==> config.mk <==
export PLATFORM = sky130hd
export DESIGN_NAME = vsync_divider
export DESIGN_NICKNAME = d
export VERILOG_FILES = /design/src/rtl/vdiv_pkg.sv /design/src/rtl/vdiv_sync_edge.sv /design/src/rtl/vdiv_halfline_cnt.sv /design/src/rtl/vdiv_lock_fsm.sv /design/src/rtl/vsync_divider.sv
export SDC_FILE = /design/constraint.sdc
export NUM_CORES = 1
export LEC_CHECK = 0
export ABC_CLOCK_PERIOD_IN_PS = 4320
export BUFFER_PORTS_ARGS = -buffer_cell sky130_fd_sc_hd__buf_2
export CORE_MARGIN = 4
export CORE_UTILIZATION = 35
export DETAILED_ROUTE_END_ITERATION = 8
export HOLD_SLACK_MARGIN = 0.05
export PLACE_DENSITY_LB_ADDON = 0.05
export SYNTH_ARGS = -nofsm -noshare
export SYNTH_HDL_FRONTEND = slang
export SYNTH_SLANG_ARGS = --single-unit
==> constraint.sdc <==
create_clock -name clk_i -period 4.32 [get_ports clk_i]
set_input_delay 0.864 -clock clk_i [delete_from_list [all_inputs] [get_ports clk_i]]
set_output_delay 0.864 -clock clk_i [all_outputs]
set_load 0.05 [all_outputs]
==> src/rtl/vdiv_pkg.sv <==
package vdiv_pkg;
  typedef enum logic [1:0] {
    MODE_WIDE   = 2'd0,
    MODE_NARROW = 2'd1,
    MODE_PROBE  = 2'd2,
    MODE_LOCK   = 2'd3
  } vdiv_mode_e;
endpackage

==> src/rtl/vdiv_sync_edge.sv <==
module vdiv_sync_edge (
  input  logic clk_i,
  input  logic rst_ni,
  input  logic hl_en_i,
  input  logic vsync_i,
  output logic ev_o
);
  logic vs_q, ev_q;

  always_ff @(posedge clk_i or negedge rst_ni) begin
    if (!rst_ni) begin
      vs_q <= 1'b0;
      ev_q <= 1'b0;
    end else if (hl_en_i) begin
      vs_q <= vsync_i;
      ev_q <= vsync_i & ~vs_q;
    end
  end

  // event is consumed on the tick after detection: half a line late
  assign ev_o = ev_q;
endmodule

==> src/rtl/vdiv_halfline_cnt.sv <==
module vdiv_halfline_cnt #(
  parameter int CNT_W = 10
) (
  input  logic             clk_i,
  input  logic             rst_ni,
  input  logic             hl_en_i,
  input  logic             clr_i,
  output logic [CNT_W-1:0] cnt_o,
  output logic [CNT_W-1:0] nxt_o,
  output logic [CNT_W-1:0] ratio_o,
  output logic             strobe_o
);
  logic [CNT_W-1:0] cnt_q, ratio_q;
  logic             strobe_q;

  assign nxt_o = cnt_q + CNT_W'(1);

  always_ff @(posedge clk_i or negedge rst_ni) begin
    if (!rst_ni) begin
      cnt_q    <= '0;
      ratio_q  <= '0;
      strobe_q <= 1'b0;
    end else begin
      strobe_q <= hl_en_i & clr_i;
      if (hl_en_i) begin
        if (clr_i) begin
          cnt_q   <= '0;
          ratio_q <= nxt_o;
        end else begin
          cnt_q <= nxt_o;
        end
      end
    end
  end

  assign cnt_o    = cnt_q;
  assign ratio_o  = ratio_q;
  assign strobe_o = strobe_q;
endmodule

==> src/rtl/vdiv_lock_fsm.sv <==
module vdiv_lock_fsm
  import vdiv_pkg::*;
#(
  parameter int CNT_W        = 10,
  parameter int WIDE_LO      = 488,
  parameter int WIDE_HI      = 576,
  parameter int NAR_LO       = 522,
  parameter int NAR_HI       = 528,
  parameter int NORM         = 525,
  parameter int FALLBACK     = 528,
  parameter int BLANK_END    = 34,
  parameter int WIDE_APPROVE = 12,
  parameter int PROBE_TARGET = 14,
  parameter int LOCK_EXIT    = 10
) (
  input  logic             clk_i,
  input  logic             rst_ni,
  input  logic             hl_en_i,
  input  logic             ev_i,
  input  logic [CNT_W-1:0] cnt_i,
  input  logic [CNT_W-1:0] nxt_i,
  input  logic             tx_present_i,
  input  logic             force_wide_i,
  output logic             do_rst_o,
  output vdiv_mode_e       mode_o
);
  localparam int CONF_MAX = (WIDE_APPROVE > PROBE_TARGET) ? WIDE_APPROVE : PROBE_TARGET;
  localparam int CONF_W   = $clog2(CONF_MAX + 1);

  localparam logic [CNT_W-1:0] L_WLO = CNT_W'(WIDE_LO);
  localparam logic [CNT_W-1:0] L_WHI = CNT_W'(WIDE_HI);
  localparam logic [CNT_W-1:0] L_NLO = CNT_W'(NAR_LO);
  localparam logic [CNT_W-1:0] L_NHI = CNT_W'(NAR_HI);
  localparam logic [CNT_W-1:0] L_NRM = CNT_W'(NORM);
  localparam logic [CNT_W-1:0] L_FBK = CNT_W'(FALLBACK);
  localparam logic [CNT_W-1:0] L_BLK = CNT_W'(BLANK_END);

  localparam logic [CONF_W-1:0] C_ONE   = CONF_W'(1);
  localparam logic [CONF_W-1:0] C_APPR  = CONF_W'(WIDE_APPROVE);
  localparam logic [CONF_W-1:0] C_APPR1 = CONF_W'(WIDE_APPROVE - 1);
  localparam logic [CONF_W-1:0] C_PRB   = CONF_W'(PROBE_TARGET);
  localparam logic [CONF_W-1:0] C_PRB1  = CONF_W'(PROBE_TARGET - 1);
  localparam logic [CONF_W-1:0] C_EXIT1 = CONF_W'(LOCK_EXIT + 1);

  vdiv_mode_e        mode_q, mode_d, eff_mode;
  logic [CONF_W-1:0] conf_q, conf_d;
  logic              rst_c, in_wide, in_nar, is_norm;

  assign in_wide = ev_i && (nxt_i >= L_WLO) && (nxt_i <= L_WHI);
  assign in_nar  = ev_i && (nxt_i >= L_NLO) && (nxt_i <= L_NHI);
  assign is_norm = (nxt_i == L_NRM);

  always_comb begin
    eff_mode = force_wide_i ? MODE_WIDE : mode_q;
    mode_d   = eff_mode;
    conf_d   = conf_q;
    rst_c    = 1'b0;
    unique case (eff_mode)
      MODE_WIDE: begin
        if (in_wide) begin
          rst_c = 1'b1;
          if (conf_q >= C_APPR1) begin
            mode_d = is_norm ? MODE_PROBE : MODE_NARROW;
            conf_d = is_norm ? '0 : C_APPR;
          end else begin
            conf_d = conf_q + C_ONE;
          end
        end else if (nxt_i >= L_WHI || (!tx_present_i && nxt_i >= L_FBK)) begin
          rst_c = 1'b1;
          if (conf_q != '0) conf_d = conf_q - C_ONE;
        end
      end
      MODE_NARROW, MODE_PROBE: begin
        if (in_nar) begin
          rst_c = 1'b1;
          if (is_norm) begin
            if (eff_mode == MODE_NARROW) begin
              mode_d = MODE_PROBE;
              conf_d = '0;
            end else if (conf_q >= C_PRB1) begin
              mode_d = MODE_LOCK;
              conf_d = C_PRB;
            end else begin
              conf_d = conf_q + C_ONE;
            end
          end
        end else if (nxt_i >= L_NHI) begin
          rst_c = 1'b1;
          if (conf_q <= C_ONE) begin
            mode_d = MODE_WIDE;
            conf_d = '0;
          end else begin
            conf_d = conf_q - C_ONE;
          end
        end
      end
      default: begin
        if (nxt_i >= L_NRM) begin
          rst_c = 1'b1;
          if (ev_i) begin
            if (conf_q < C_PRB) conf_d = conf_q + C_ONE;
          end else if (conf_q <= C_EXIT1) begin
            mode_d = MODE_WIDE;
            conf_d = '0;
          end else begin
            conf_d = conf_q - C_ONE;
          end
        end
      end
    endcase
    // pulse in the blanking interval with no carrier: fall back to search
    if (force_wide_i || (!tx_present_i && ev_i && cnt_i < L_BLK)) begin
      mode_d = MODE_WIDE;
      conf_d = '0;
    end
  end

  always_ff @(posedge clk_i or negedge rst_ni) begin
    if (!rst_ni) begin
      mode_q <= MODE_WIDE;
      conf_q <= '0;
    end else if (hl_en_i) begin
      mode_q <= mode_d;
      conf_q <= conf_d;
    end
  end

  assign do_rst_o = rst_c;
  assign mode_o   = mode_q;
endmodule

==> src/rtl/vsync_divider.sv <==
module vsync_divider
  import vdiv_pkg::*;
#(
  parameter int WIDE_LO      = 488,
  parameter int WIDE_HI      = 576,
  parameter int NAR_LO       = 522,
  parameter int NAR_HI       = 528,
  parameter int NORM         = 525,
  parameter int FALLBACK     = 528,
  parameter int BLANK_END    = 34,
  parameter int WIDE_APPROVE = 12,
  parameter int PROBE_TARGET = 14,
  parameter int LOCK_EXIT    = 10,
  localparam int CNT_W       = $clog2(WIDE_HI + 1)
) (
  input  logic             clk_i,
  input  logic             rst_ni,
  input  logic             hl_en_i,
  input  logic             vsync_i,
  input  logic             tx_present_i,
  input  logic             force_wide_i,
  output logic [CNT_W-1:0] hl_cnt_o,
  output logic             div_rst_o,
  output logic [1:0]       mode_o,
  output logic [CNT_W-1:0] ratio_o,
  output logic             norm_lock_o
);
  logic             ev, do_rst;
  logic [CNT_W-1:0] cnt, nxt;
  vdiv_mode_e       mode;

  vdiv_sync_edge i_edge (
    .clk_i   (clk_i),
    .rst_ni  (rst_ni),
    .hl_en_i (hl_en_i),
    .vsync_i (vsync_i),
    .ev_o    (ev)
  );

  vdiv_halfline_cnt #(.CNT_W(CNT_W)) i_cnt (
    .clk_i    (clk_i),
    .rst_ni   (rst_ni),
    .hl_en_i  (hl_en_i),
    .clr_i    (do_rst),
    .cnt_o    (cnt),
    .nxt_o    (nxt),
    .ratio_o  (ratio_o),
    .strobe_o (div_rst_o)
  );

  vdiv_lock_fsm #(
    .CNT_W(CNT_W), .WIDE_LO(WIDE_LO), .WIDE_HI(WIDE_HI), .NAR_LO(NAR_LO),
    .NAR_HI(NAR_HI), .NORM(NORM), .FALLBACK(FALLBACK), .BLANK_END(BLANK_END),
    .WIDE_APPROVE(WIDE_APPROVE), .PROBE_TARGET(PROBE_TARGET), .LOCK_EXIT(LOCK_EXIT)
  ) i_fsm (
    .clk_i        (clk_i),
    .rst_ni       (rst_ni),
    .hl_en_i      (hl_en_i),
    .ev_i         (ev),
    .cnt_i        (cnt),
    .nxt_i        (nxt),
    .tx_present_i (tx_present_i),
    .force_wide_i (force_wide_i),
    .do_rst_o     (do_rst),
    .mode_o       (mode)
  );

  assign hl_cnt_o    = cnt;
  assign mode_o      = mode;
  assign norm_lock_o = (mode == MODE_LOCK);
endmodule

# [After elaboration in Yosys (flattened, before gate mapping)]
# Cells that the tools add are included.
[classes] addsub=3 order_cmp=13 n_eq_ne=9 muxes=39 bitwise=3 reduce_logical=16
[ops] op="$mux 4" count=16
[ops] op="$ge 10x10->1 const B" count=4
[ops] op="$mux 2" count=14
[ops] op="$le 10x10->1 const B" count=2
[ops] op="$ne 4x1->1 const B" count=3
[ops] op="$add 10x1->10 const B" count=1
[ops] op="$eq 10x10->1 const B" count=1
[ops] op="$ge 10x9->1 const B" count=1
[ops] op="$lt 10x6->1 const B" count=1
[ops] op="$mux 10" count=1
[ops] op="$ge 4x4->1 const B" count=2
[ops] op="$pmux 4 s2" count=1
[ops] op="$reduce_bool 4->1" count=2
[ops] op="$logic_and 1x1->1" count=7
[ops] op="$reduce_and 7->1" count=1
[ops] op="$mux 1" count=5
[ops] op="$ne 5x1->1 const B" count=1
[ops] op="$add 4x1->4 const B" count=1
[ops] op="$eq 2x2->1 const B" count=2
[ops] op="$le 4x1->1 const B" count=1
[ops] op="$le 4x4->1 const B" count=1
[ops] op="$lt 4x4->1 const B" count=1
[ops] op="$ne 4x4->1 const B" count=1
[ops] op="$pmux 2 s2" count=1
[ops] op="other kinds (10)" count=12
[word_totals] register_bits=29 input_bits=6 wordCells=90

# [Longest topological paths before layout]
# Gate-level depths: netlist (run 1).
[depth] depth_word=8 ltp_mapped=13 mapped_depth_nobuf=11

# [By module]
# From an unflattened synthesis (run 1), not the netlist that was laid out.
[unflattened] hier_cells=275 hier_area_um2=2308.5
[modules_own_cells] module="vdiv_lock_fsm" n_inst=1 cells_each=158 area_per_inst_um2=1176.1 seq_area_each_um2=150.1
[modules_own_cells] module="vdiv_halfline_cnt" n_inst=1 cells_each=110 area_per_inst_um2=1044.8 seq_area_each_um2=525.5
[modules_own_cells] module="vdiv_sync_edge" n_inst=1 cells_each=6 area_per_inst_um2=81.3 seq_area_each_um2=50.0
[modules_own_cells] module="vsync_divider" n_inst=1 cells_each=1 area_per_inst_um2=6.3 seq_area_each_um2=0.0

# [Least setup slack after synthesis (run 1)]
# OpenSTA, ideal clock, no wires.
[synth_path] kind="reg-to-reg" from="reg i_cnt.cnt_q[0] (netlist: i_cnt.cnt_o[0])" to="reg i_fsm.conf_q[1]" setup_ns=0.121 t_arrival_ns=3.282 setup_slack_ns=0.917 path_stages_with_launch=13 path_buffers=1 synth_period_minus_slack_ns=3.403 path_cell_list="dfrtp_1 -> buf_4 -> inv_1 -> ha_1 -> or4b_1 -> o22ai_2 -> o2111ai_1 -> a2111oi_2 -> nand2b_1 -> o21ai_1 -> a221oi_2 -> a21oi_1 -> a22o_1"
[synth_between] elab_chain_cells=7 word_cells_on_any_way=29 cone_classes="1 x add/sub; 8 x order compare; 6 x eq/ne; 4 x mux; 10 x reduce/logical"
[synth_lines] item="start, declared" line="vdiv_halfline_cnt.sv:13" text="logic [CNT_W-1:0] cnt_q, ratio_q;"
[synth_lines] item="start signal, assigned" line="vdiv_halfline_cnt.sv:30" text="cnt_q <= nxt_o;"
[synth_lines] item="$add 10x1->10 *" line="vdiv_halfline_cnt.sv:16" text="assign nxt_o = cnt_q + CNT_W'(1);"
[synth_lines] item="named net i_cnt.nxt_o[0]" line="vdiv_halfline_cnt.sv:9" text="output logic [CNT_W-1:0] nxt_o,"
[synth_lines] item="$ge 10x10->1 or $ge 10x9->1 (tied branches)" line="vdiv_lock_fsm.sv:50, vdiv_lock_fsm.sv:49"
[synth_lines] item="$logic_and 1x1->1 (on tied branches) (2 in a row)" line="vdiv_lock_fsm.sv:50, vdiv_lock_fsm.sv:49"
[synth_lines] item="$mux 4 (on tied branches)" line="vdiv_lock_fsm.sv:74, vdiv_lock_fsm.sv:60"
[synth_lines] item="$pmux 4 s2" line="vdiv_lock_fsm.sv:58" text="unique case (eff_mode)"
[synth_lines] item="$mux 4" line="vdiv_lock_fsm.sv:112" text="if (force_wide_i || (!tx_present_i && ev_i && cnt_i < L_BLK)) begin"
[synth_lines] item="end signal, assigned" line="vdiv_lock_fsm.sv:124" text="conf_q <= conf_d;"
[synth_lines] item="end, declared" line="vdiv_lock_fsm.sv:46" text="logic [CONF_W-1:0] conf_q, conf_d;"
# Mark *: on every way through the listed nets, which the timed path passes. The rest lies on a longest branch.
# A chain may end at the register's enable or synchronous reset.

# [Final worst setup path (run 1)]
[layout_path] from="reg i_cnt.cnt_q[0] (netlist: i_cnt.cnt_o[0])" to="reg i_cnt.ratio_q[9] (netlist: i_cnt.ratio_o[9])"
[layout_between] elab_chain_cells=8 word_cells_on_any_way=21 cone_classes="1 x add/sub; 7 x order compare; 6 x mux; 7 x reduce/logical"
[layout_lines] item="$add 10x1->10 *" line="vdiv_halfline_cnt.sv:16"
[layout_lines] item="named net i_cnt.nxt_o[0]" line="vdiv_halfline_cnt.sv:9"
[layout_lines] item="$ge 10x10->1" line="vdiv_lock_fsm.sv:68, vdiv_lock_fsm.sv:87"
[layout_lines] item="$logic_and 1x1->1" line="vdiv_lock_fsm.sv:68" text="end else if (nxt_i >= L_WHI || (!tx_present_i && nxt_i >= L_FBK)) begin"
[layout_lines] item="$logic_or 1x1->1" line="vdiv_lock_fsm.sv:68"
[layout_lines] item="$mux 1" line="vdiv_lock_fsm.sv:68"
[layout_lines] item="$mux 1" line="vdiv_lock_fsm.sv:60" text="if (in_wide) begin"
[layout_lines] item="$pmux 1 s2 *" line="vdiv_lock_fsm.sv:58"
[layout_lines] item="$reduce_and 2->1 (no line) *"
[layout_lines] item="end signal, assigned" line="vdiv_halfline_cnt.sv:28" text="ratio_q <= nxt_o;"
[layout_lines] item="end, declared" line="vdiv_halfline_cnt.sv:13"
# Marks and branches as above.

==> results of run 1 <==
sequential cells by signal (all words and copies together) (netlist names):
| register | flops |
|---|---|
| i_cnt.cnt_o | 10 |
| i_edge.ev_o | 1 |
| i_edge.vs_q | 1 |
| i_fsm.mode_o | 2 |
| i_cnt.ratio_o | 10 |
| i_fsm.conf_q | 4 |
| i_cnt.strobe_o | 1 |
power by group through the flow:
stage	combinational, mW	clock (mW)	sequential, mW
2_1_floorplan	0.301	0	0.397
3_3_place_gp	0.383	0	0.393
3_5_place_dp	0.380	0	0.392
4_1_cts	0.381	0.235	0.387
5_1_grt	0.413	0.246	0.399
6_report	0.380	0.225	0.388
placed cells by master (no fill, tap or decap), drive strengths merged, types with 4 or more instances in the layout:
master and instances:
o21ai 28, a31oi 5, dfrtp 29, clkbuf 7, ha 9, mux2 10, and2 5, a21oi 14
a22o 8, xnor2 8, nor3 10, nor2 21, mux2i 4, and3 4, o22ai 4, buf 32
inv 19, nor2b 4, xor2 8, nand3 12, nand2 24
logic make-up after synthesis:
family | share of synthesized area [%]
AND/OR/NAND/NOR | 20.43
AO/OA/AOI/OAI | 26.87
buffers and inverters | 7.858
flip-flops | 28.49
XOR/XNOR | 5.796
multiplexers | 6.139
adder cells (fa/ha/maj) | 4.421
final cells by class:
type,instances,area (µm²),area share (%)
sequential,29,725.7,25.99
inverter,19,71.32,2.554
clock buffer,7,86.33,3.091
tap,96,120.1,4.301
timing repair buffer,32,167.7,6.004
multi-input combinational,233,1622,58.06
stage by stage:
step / cell area, µm² / hold WS, ns
floorplan: 2547 / 0.4341
global placement: 2706 / 0.4443
detailed placement: 2706 / 0.4468
CTS: 2793 / 0.4553
global route: 2793 / 0.4918
finish: 2793 / 0.4534
layer usage:
metal  track usage, %  share of wire, %
met1            24.70                53
met2            23.65                42
met3            3.379               5.6
met4            2.564              0.10
met5                0                 0
Yosys cell counts, drive strengths merged (8+ instances only):
library cell	number
a22o	8
dfrtp	29
o21ai	28
nand2	24
ha	9
a21oi	14
mux2	10
nand3	12
inv	19
nor3	10
buf	16
xnor2	8
xor2	8
nor2	21
worst max path at each step:
| stage | startpoint | endpoint | slack (ns) | cells past startpoint |
|---|---|---|---|---|
| 2_1_floorplan | i_cnt.cnt_o[0] | i_fsm.conf_q[1] | 0.92 | 12 |
| 3_3_place_gp | force_wide_i | i_cnt.ratio_o[9] | 0.76 | 9 |
| 3_5_place_dp | i_cnt.cnt_o[0] | i_cnt.ratio_o[9] | 0.74 | 11 |
| 4_1_cts | i_cnt.cnt_o[0] | i_cnt.ratio_o[9] | 0.71 | 11 |
| 5_1_grt | i_cnt.cnt_o[3] | i_cnt.ratio_o[9] | 0.42 | 9 |
| 6_report | i_cnt.cnt_o[0] | i_cnt.ratio_o[9] | 0.72 | 11 |
critical path, stage by stage (launching register included):
cell and delay [ns]:
dfrtp_1 0.50, inv_1 0.13, ha_1 0.37, or4b_1 0.50, o22ai_2 0.15, a21boi_1 0.19
a21boi_2 0.17, o311ai_1 0.11, buf_4 0.21, a31oi_1 0.20, and2_1 0.55, mux2_2 0.40
==> flow_summary_export.csv, run 1 <==
group,metric,value,unit
timing,clock_skew,0.007926,ns
route,post_drt_wl_per_cell,16.57,µm
route,dr.pass1.iters,4,
route,routed_wl,6894,µm
place,pre_cts_slack,0.7385,ns
clocking,cts_buffers,5,
place,port_buffers,29,
timing,slew_headroom,55.43,%
clocking,cts_sinks,29,
route,ant_nets,0,
synthesis,async_flop_share,100.0,%
floorplanning,ioPinCount,30,
layout,fill_cells,706,
synthesis,synth_area,2547,µm²
clocking,cts_resized,0,
min_path,min_from,"i_edge.vs_q",
power_and_ir_drop,switchingPower,0.4418,mW
worst_setup_path,end_kind,"flip-flop",
place,gp_congestion,0.8120,
floorplanning,start_util,36.68,%
timing,rsz0062_at_grt,"no",
min_path,worstHoldEndpoint,"i_edge.ev_o",
power_and_ir_drop,swShare,44.51,%
floorplanning,dieArea,8708,µm²
synthesis,ys_types,71,
timing,setup-tns-final,0,ns
synthesis,ys_seq_elements,29,
timing,hold_viol,0,
worst_setup_path,worst-setup-path-type,"flip-flop to flip-flop",
clocking,cts_root_buf,"clkbuf_8",
worst_setup_path,rr_worst_depth,11,
synthesis,yosysTopAreaCell,"dfrtp_1",
timing,fmax,0.2779,GHz
outcome,status,"completed",
floorplanning,rows,30,
synthesis,synth-edff-count,0,
floorplanning,core-area,6944,µm²
floorplanning,die_x,93.32,µm
layout,nets,335,
power_and_ir_drop,intPower,0.5508,mW
route,vias,2306,
power_and_ir_drop,power.leakage,1.266,nW
synthesis,syn-instance-count,303,
clocking,path_clk_slew,0.06,ns
route,drc,0,
clocking,post_cts_buffers,0,
layout,final_cell_count_no_fill,416,
synthesis,synth.area.top_cells,"dfrtp_1, o21ai_0, ha_1, mux2_1, nand2_1",
power_and_ir_drop,pwr-share-comb,38.2,%
layout,area_growth,9.627,%
min_path,min-delay-path-class,"flip-flop to flip-flop",
clocking,htree_levels,2,
route,avgViaCountPerCell,5.543,
grt,antenna_found_initial,0,
clocking,cts_hold_buf,0,
synthesis,syn_nets,318,
power_and_ir_drop,seq_power_share,39.1,%
grt,grt_pass1_vias,2178,
place,hpwl,5124,µm
layout,antenna_cells,0,
grt,grt_use_total,16.20,%
grt,grt_max_degree,30,
timing,worst_pin_slew,0.6685,ns
grt,overflow,0,
place,place_inst,409,
synthesis,ys_seq_area_share,28.49,%
synthesis,synth.avg_cell_area,8.407,µm²
worst_setup_path,cp.arrival,3.75,ns
worst_setup_path,worstPathRequired,4.48,ns
worst_setup_path,rr_startpoint,"i_cnt.cnt_o[0]",
power_and_ir_drop,power,0.9927,mW
timing,setup_ws,0.7218,ns
power_and_ir_drop,power_density,355.5,nW/µm²
layout,drive_gt1_share,16.56,%
clocking,cts_tree,"yes",
worst_setup_path,cp_max_fo,11,
worst_setup_path,rrSetupSlack,0.72,ns
synthesis,yosys.area.top_type_share,28.49,%
flow_run,maxCapViolCount,0,
synthesis,yosys_warnings,0,
timing,layout_min_cycle_time,3.598,ns
min_path,whs_path_depth,1,
power_and_ir_drop,pwr-share-clk,22.6,%
floorplanning,die_h,93.32,µm
timing,slew_violations,0,
layout,post-route-util,40.22,%
clocking,clock_latency,0.27,ns
timing,finalSetupViolCount,0,
power_and_ir_drop,ir_drop,0.0001497,V
grt,grt_pass1_wl,11310,µm
route,drt_iter0_markers,155,
worst_setup_path,cp-start-kind,"flip-flop",
synthesis,synth-main-ff-cell,"dfrtp_1",
clocking,clockBufferDepth,2,
timing,period_share,83.29,%
worst_setup_path,r2r_end,"i_cnt.ratio_o[9]",
(Power assumes the default switching activity.)
==> run 2: changes to the inputs <==
ABC_AREA = 1   (was unset)
ABC_CLOCK_PERIOD_IN_PS = 3300   (was 4320)
clock period = 3.3 ns   (was 4.32 ns; I/O delays follow)
==> run 2 against run 1 <==
  * Combinational power rose to 3.5 times the previous value
  * Core utilization increased by 1.5 points
  * Critical path depth up 5
  * Maximum frequency increased by 42%
==> flow_summary_export.csv, run 2 <==
group,metric,value,unit
clocking,cts_buffers,5,
timing,finalSetupViolCount,0,
route,avgViaCountPerCell,4.870,
floorplanning,die_x,93.69,µm
floorplanning,start_util,37.01,%
timing,fmax,0.3940,GHz
synthesis,async_flop_share,100.0,%
clocking,cts_resized,0,
route,drc,0,
power_and_ir_drop,power.leakage,1.555,nW
floorplanning,core-area,6944,µm²
clocking,cts_tree,"yes",
synthesis,synthSimpleGateAreaFrac,45.18,%
clocking,cts_sinks,29,
worst_setup_path,end_kind,"flip-flop",
clocking,htree_levels,2,
layout,final_common_cell,"nand2_1",
clocking,clockBufferDepth,2,
synthesis,synth_top_family_by_area,"simple AND/OR/NAND/NOR gates",
power_and_ir_drop,power_density,798.0,nW/µm²
synthesis,ys_types,32,
grt,antenna_found_initial,0,
floorplanning,rows,30,
grt,grt_max_degree,30,
timing,layout_min_cycle_time,2.538,ns
layout,multi_input_area,1592,µm²
timing,rsz0062_at_grt,"no",
clocking,clock_latency,0.28,ns
synthesis,syn_nets,406,
grt,met2_usage,24.25,%
synthesis,muxShareOfSynthArea,0,%
worst_setup_path,cp-start-kind,"flip-flop",
worst_setup_path,rrSetupSlack,0.76,ns
worst_setup_path,rr_worst_depth,16,
grt,grt_pass1_vias,2303,
synthesis,yosys.area.top_type_share,28.24,%
timing,slew_headroom,54.54,%
synthesis,synth.most_common_cell,"nand2_1",
grt,globalRoute.busiestLayer,"met1",
grt,grt_pass1_wl,11540,µm
floorplanning,ioPinCount,30,
synthesis,ys_top_cells_by_count,"nand2_1, nand3_1, inv_1, dfrtp_1, nor2_1",
layout,antenna_cells,0,
worst_setup_path,cp.arrival,2.70,ns
synthesis,ys_seq_area_share,28.24,%
clocking,post_cts_buffers,0,
layout,fill_cells,749,
grt,grt_use_met3,3.125,%
synthesis,yosysTopAreaCell,"dfrtp_1",
route,post_drt_wl_per_cell,13.60,µm
timing,period_share,76.92,%
synthesis,synth-main-ff-cell,"dfrtp_1",
worst_setup_path,worst-setup-path-type,"flip-flop to flip-flop",
synthesis,yosys_warnings,0,
floorplanning,die_h,93.69,µm
synthesis,synth_fa_ha_area_share,4.382,%
power_and_ir_drop,ir_drop,0.0003482,V
worst_setup_path,r2r_end,"i_fsm.conf_q[1]",
worst_setup_path,cp_max_fo,8,
place,port_buffers,29,
worst_setup_path,rr_startpoint,"i_cnt.cnt_o[0]",
grt,use_met1,25.20,%
grt,overflow,0,
clocking,cts_root_buf,"clkbuf_8",
place,hpwl,5515,µm
synthesis,synth_compound_area_share,11.68,%
outcome,status,"completed",
timing,hold_viol,0,
grt,grt_use_total,16.55,%
synthesis,synth-edff-count,0,
route,vias,2513,
route,ant_nets,0,
floorplanning,dieArea,8778,µm²
timing,worst_pin_slew,0.6819,ns
timing,hold_ws,0.4146,ns
min_path,min-delay-path-class,"input pin to asynchronous set/reset pin",
synthesis,synthXorXnorAreaFrac,0.6816,%
synthesis,ys_seq_elements,29,
flow_run,maxCapViolCount,0,
layout,final_cell_mix,"nand2_1, nand3_1, inv_1",
route,dr.pass1.iters,5,
power_and_ir_drop,power,2.311,mW
route,drt_iter0_markers,174,
worst_setup_path,worstPathRequired,3.46,ns
route,routed_wl,7016,µm
synthesis,synth.avg_cell_area,6.573,µm²
synthesis,synth_area,2570,µm²
layout,drive_gt1_share,19.76,%
layout,nets,434,
synthesis,synth.area.top_cells,"dfrtp_1, nand2_1, nand3_1, inv_1, ha_1",
place,gp_congestion,0.9254,
layout,area_growth,12.71,%
clocking,cts_hold_buf,0,
timing,clock_skew,0.006153,ns
synthesis,syn-instance-count,391,
timing,setup-tns-final,0,ns
layout,regArea,725.7,µm²
timing,slew_violations,0,
clocking,path_clk_slew,0.07,ns
[run 2: changes by cell type in the layout (fill, tap and decap cells not counted), sizes merged, moves of 5 or more]
cell,before,now
inv,19,53
o21ai,28,33
a22o,8,0
nor2,21,37
mux2,10,0
nand2,24,134
xnor2,8,1
nor3,10,2
xor2,8,1
nand3,12,59
a31oi,5,0
and2,5,0
[run 2: cells by family (layout without fill, tap and decap cells)]
family                   after synthesis  count (layout)
buffers and inverters                 61              90
XOR/XNOR                               2               2
AO/OA/AOI/OAI                         49              49
adder cells (fa/ha/maj)                9               9
flip-flops                            29              29
AND/OR/NAND/NOR                      241             241
[run 2: worst max-delay path by stage]
stage	from	endpoint	slack [ns]	cells past startpoint
2_1_floorplan	i_cnt.cnt_o[0]	i_cnt.ratio_o[0]	0.77	19
3_3_place_gp	i_cnt.cnt_o[0]	i_cnt.ratio_o[4]	0.81	14
3_5_place_dp	i_cnt.cnt_o[0]	i_cnt.ratio_o[4]	0.79	14
4_1_cts	i_cnt.cnt_o[0]	i_cnt.ratio_o[4]	0.78	16
5_1_grt	i_cnt.cnt_o[0]	i_fsm.conf_q[1]	0.50	16
6_report	i_cnt.cnt_o[0]	i_fsm.conf_q[1]	0.76	16
[run 2: where the power goes]
group          leakage, nW  internal [mW]  switching, mW  total (mW)
Combinational         1.12          0.368          0.972        1.34
Sequential           0.382          0.464          0.134       0.599
Clock               0.0543          0.226          0.147       0.373
[run 2: worst max-delay path, cell delays in order, from the launching register on]
cell and delay [ns]:
dfrtp_1 0.47, ha_1 0.27, nand2_1 0.12, nor2_2 0.13, nand3_1 0.10, nand2_2 0.12
inv_2 0.07, nand2_2 0.08, nand2_4 0.06, a21oi_4 0.29, nand2_4 0.14, nand3_2 0.10
nand2_1 0.07, nor2_2 0.12, nand2_1 0.12, nand2_1 0.08, o21ai_1 0.07
[run 2: per-layer routing]
metal	vias up	share of wire (%)
met5	-	0
met4	0	0.84
met3	9	4.7
met2	65	41
met1	1127	53
li1	1312	-
[run 2: metrics by stage]
stage          cells  cell area, µm²  worst slack, ns  util [%]
2_1_floorplan    391            2570           0.7687         -
3_3_place_gp     508            2781           0.8062     40.05
3_5_place_dp     508            2781           0.7932     40.05
4_1_cts          516            2897           0.7802     41.71
5_1_grt          516            2897           0.4984     41.71
6_report         516            2897           0.7617     41.71
[run 2: layout make-up]
type	instances	share of cell area, %
tap	96	4.147
inverter	53	6.868
timing repair buffer	29	5.011
clock buffer	5	2.376
multi-input combinational	301	54.95
clock inverter	3	1.598
sequential	29	25.05
==> run 3: changes to the inputs <==
ABC_AREA = 0   (was 1)
ABC_CLOCK_PERIOD_IN_PS = 2200   (was 3300)
clock period = 2.2 ns   (was 3.3 ns; I/O delays follow)
==> run 3 against run 2 <==
  * The flow now finishes with violations (negative setup slack)
  * Register-to-register slack got worse by 1.5 ns
  * Cell count rose by 1.4%
  * Worst hold slack got worse by 0.22 ns
  * Global-route usage rose by 3.0 points
  * Total power rose by 21%
  * Via count rose by 11%
  * Critical path depth fell by 3
  * Sequential power rose by 13%
  * Critical path type unchanged
  * Largest cell class unchanged
  * Largest power group unchanged
==> flow_summary_export.csv, run 3 (synthesis gave the netlist of run 1 again) <==
group,metric,value,unit
outcome,status,"complete, but fails checks",
outcome,violations,"negative setup slack",
timing,setup_ws,-0.7766,ns
clocking,cts_hold_buf,0,
worst_setup_path,worst_path_largest_cell_delay,0.52,ns
route,vias,2787,
route,routed_wl,8312,µm
timing,worst_pin_slew,0.6838,ns
timing,period_share,135.3,%
layout,final_common_cell,"buf_4",
place,hpwl,6329,µm
place,placed_cell_area,3540,µm²
layout,drive_gt1_share,45.43,%
flow_run,maxCapViolCount,0,
clocking,htree_levels,2,
power_and_ir_drop,pwr-share-comb,54.3,%
floorplanning,die_h,93.32,µm
layout,post-route-util,56.22,%
worst_setup_path,worstPathRequired,2.37,ns
worst_setup_path,path_common_cell,"buf_6",
min_path,min-delay-path-class,"input pin to asynchronous set/reset pin",
place,port_buffers,29,
power_and_ir_drop,seq_power_share,24.4,%
timing,setup-tns-final,-18.02,ns
power_and_ir_drop,power,2.787,mW
floorplanning,die_x,93.32,µm
layout,area_growth,53.24,%
timing,slew_headroom,54.42,%
clocking,cts_tree,"yes",
power_and_ir_drop,ir_drop,0.0004522,V
floorplanning,ioPinCount,30,
floorplanning,dieArea,8708,µm²
route,ant_nets,0,
power_and_ir_drop,power_density,714.0,nW/µm²
route,drt_iter0_markers,157,
grt,grt_pass1_vias,2652,
place,pre_cts_slack,-0.7721,ns
timing,rsz0062_at_grt,"yes",
route,drc,0,
worst_setup_path,cp.arrival,3.14,ns
route,avgViaCountPerCell,5.329,
power_and_ir_drop,intPower,1.690,mW
clocking,path_clk_slew,0.08,ns
worst_setup_path,cp-start-kind,"flip-flop",
timing,fmax,0.3359,GHz
clocking,cts_buffers,5,
worst_setup_path,worst-setup-path-type,"flip-flop to flip-flop",
grt,grt_pass1_wl,13560,µm
clocking,clock_latency,0.28,ns
clocking,cts_root_buf,"clkbuf_8",
place,gp_congestion,0.8694,
timing,slew_violations,0,
place,place_inst,503,
route,dr.pass1.iters,5,
floorplanning,start_util,36.68,%
timing,finalSetupViolCount,27,
power_and_ir_drop,switchingPower,1.097,mW
floorplanning,rows,30,
route,post_drt_wl_per_cell,15.89,µm
worst_setup_path,cp_top_family,"compound AO/OA/AOI/OAI gates",
worst_setup_path,path_cells,"inv_4 -> ha_4 -> or4b_4 -> o22ai_4 -> a21boi_2 -> a21boi_4 -> o311ai_4 -> buf_6 -> buf_6 -> mux2i_2 -> a221oi_2 -> a21oi_1 -> a22o_1",
worst_setup_path,end_kind,"flip-flop",
layout,final_cell_mix,"buf_4, buf_2, nand2_1",
clocking,cts_sinks,29,
power_and_ir_drop,power.leakage,1.824,nW
timing,layout_min_cycle_time,2.977,ns
layout,final_cell_area,3904,µm²
layout,final_cell_count_no_fill,523,
timing,hold_ws,0.1921,ns
worst_setup_path,critPathBufInv,3,
timing,clock_skew,0.009071,ns
layout,antenna_cells,0,
grt,antenna_found_initial,0,
floorplanning,core-area,6944,µm²
power_and_ir_drop,pwr-share-clk,21.3,%
grt,overflow,0,
timing,hold_viol,0,
power_and_ir_drop,swShare,39.36,%
worst_setup_path,crit_slowest_cell,"or4b_4",
grt,grt_max_degree,30,
layout,nets,441,
grt,grt_use_total,19.51,%
clocking,clockBufferDepth,2,
worst_setup_path,cp_max_fo,5,
-- run 3: worst register-to-register path, delay by kind of cell, from the launching register on --
family / cells / cell delay [ns]
AOI/OAI and AO/OA: 7 / 1.19
and+or+nand+nor: 1 / 0.52
DFF: 1 / 0.45
buffers and inverters: 3 / 0.35
adders and majority gates: 1 / 0.20
muxes: 1 / 0.14
-- run 3: final timing paths --
path	from	cells after the start	slack [ns]	endpoint
worst max-delay path	i_cnt.cnt_o[0]	13	-0.78	i_fsm.conf_q[1]
worst min-delay path	rst_ni	1	0.19	i_cnt.cnt_o[4]
worst max register to register	i_cnt.cnt_o[0]	13	-0.78	i_fsm.conf_q[1]
worst min register to register	i_edge.vs_q	1	0.45	i_edge.ev_o
max in group asynchronous	rst_ni	1	1.52	i_cnt.cnt_o[6]
min in group clk_i	vsync_i	3	0.41	i_edge.vs_q
-- run 3: layout make-up --
cell class | count | area, µm²
sequential | 29 | 733.2
inverter | 19 | 76.32
tap | 96 | 120.1
multi-input combinational | 233 | 1837
fill | 662 | 3040
clock buffer | 7 | 86.33
timing repair buffer | 138 | 1021
clock inverter | 1 | 30.03
-- run 3: layer usage --
| metal | GRT usage (%) | wire length [µm] |
|---|---|---|
| met4 | 3.297 | 53 |
| met3 | 2.896 | 373 |
| met1 | 28.32 | 4139 |
| met5 | 0 | 0 |
| met2 | 30.97 | 3745 |
-- run 3: what timing repair did --
item,4_1_cts,5_1_grt
gates cloned,0,1
buffers inserted,6,5
pin swaps,1,11
endpoints found under the setup margin,27,27
gates resized for setup,14,25
-- run 3: power by group through the flow --
stage	Combinational [mW]	Sequential (mW)	Clock, mW
finish	1.51	0.679	0.593
global route	1.64	0.692	0.637
CTS	1.43	0.678	0.611
detailed placement	1.40	0.684	0
global placement	1.39	0.683	0
floorplan	0.644	0.789	0
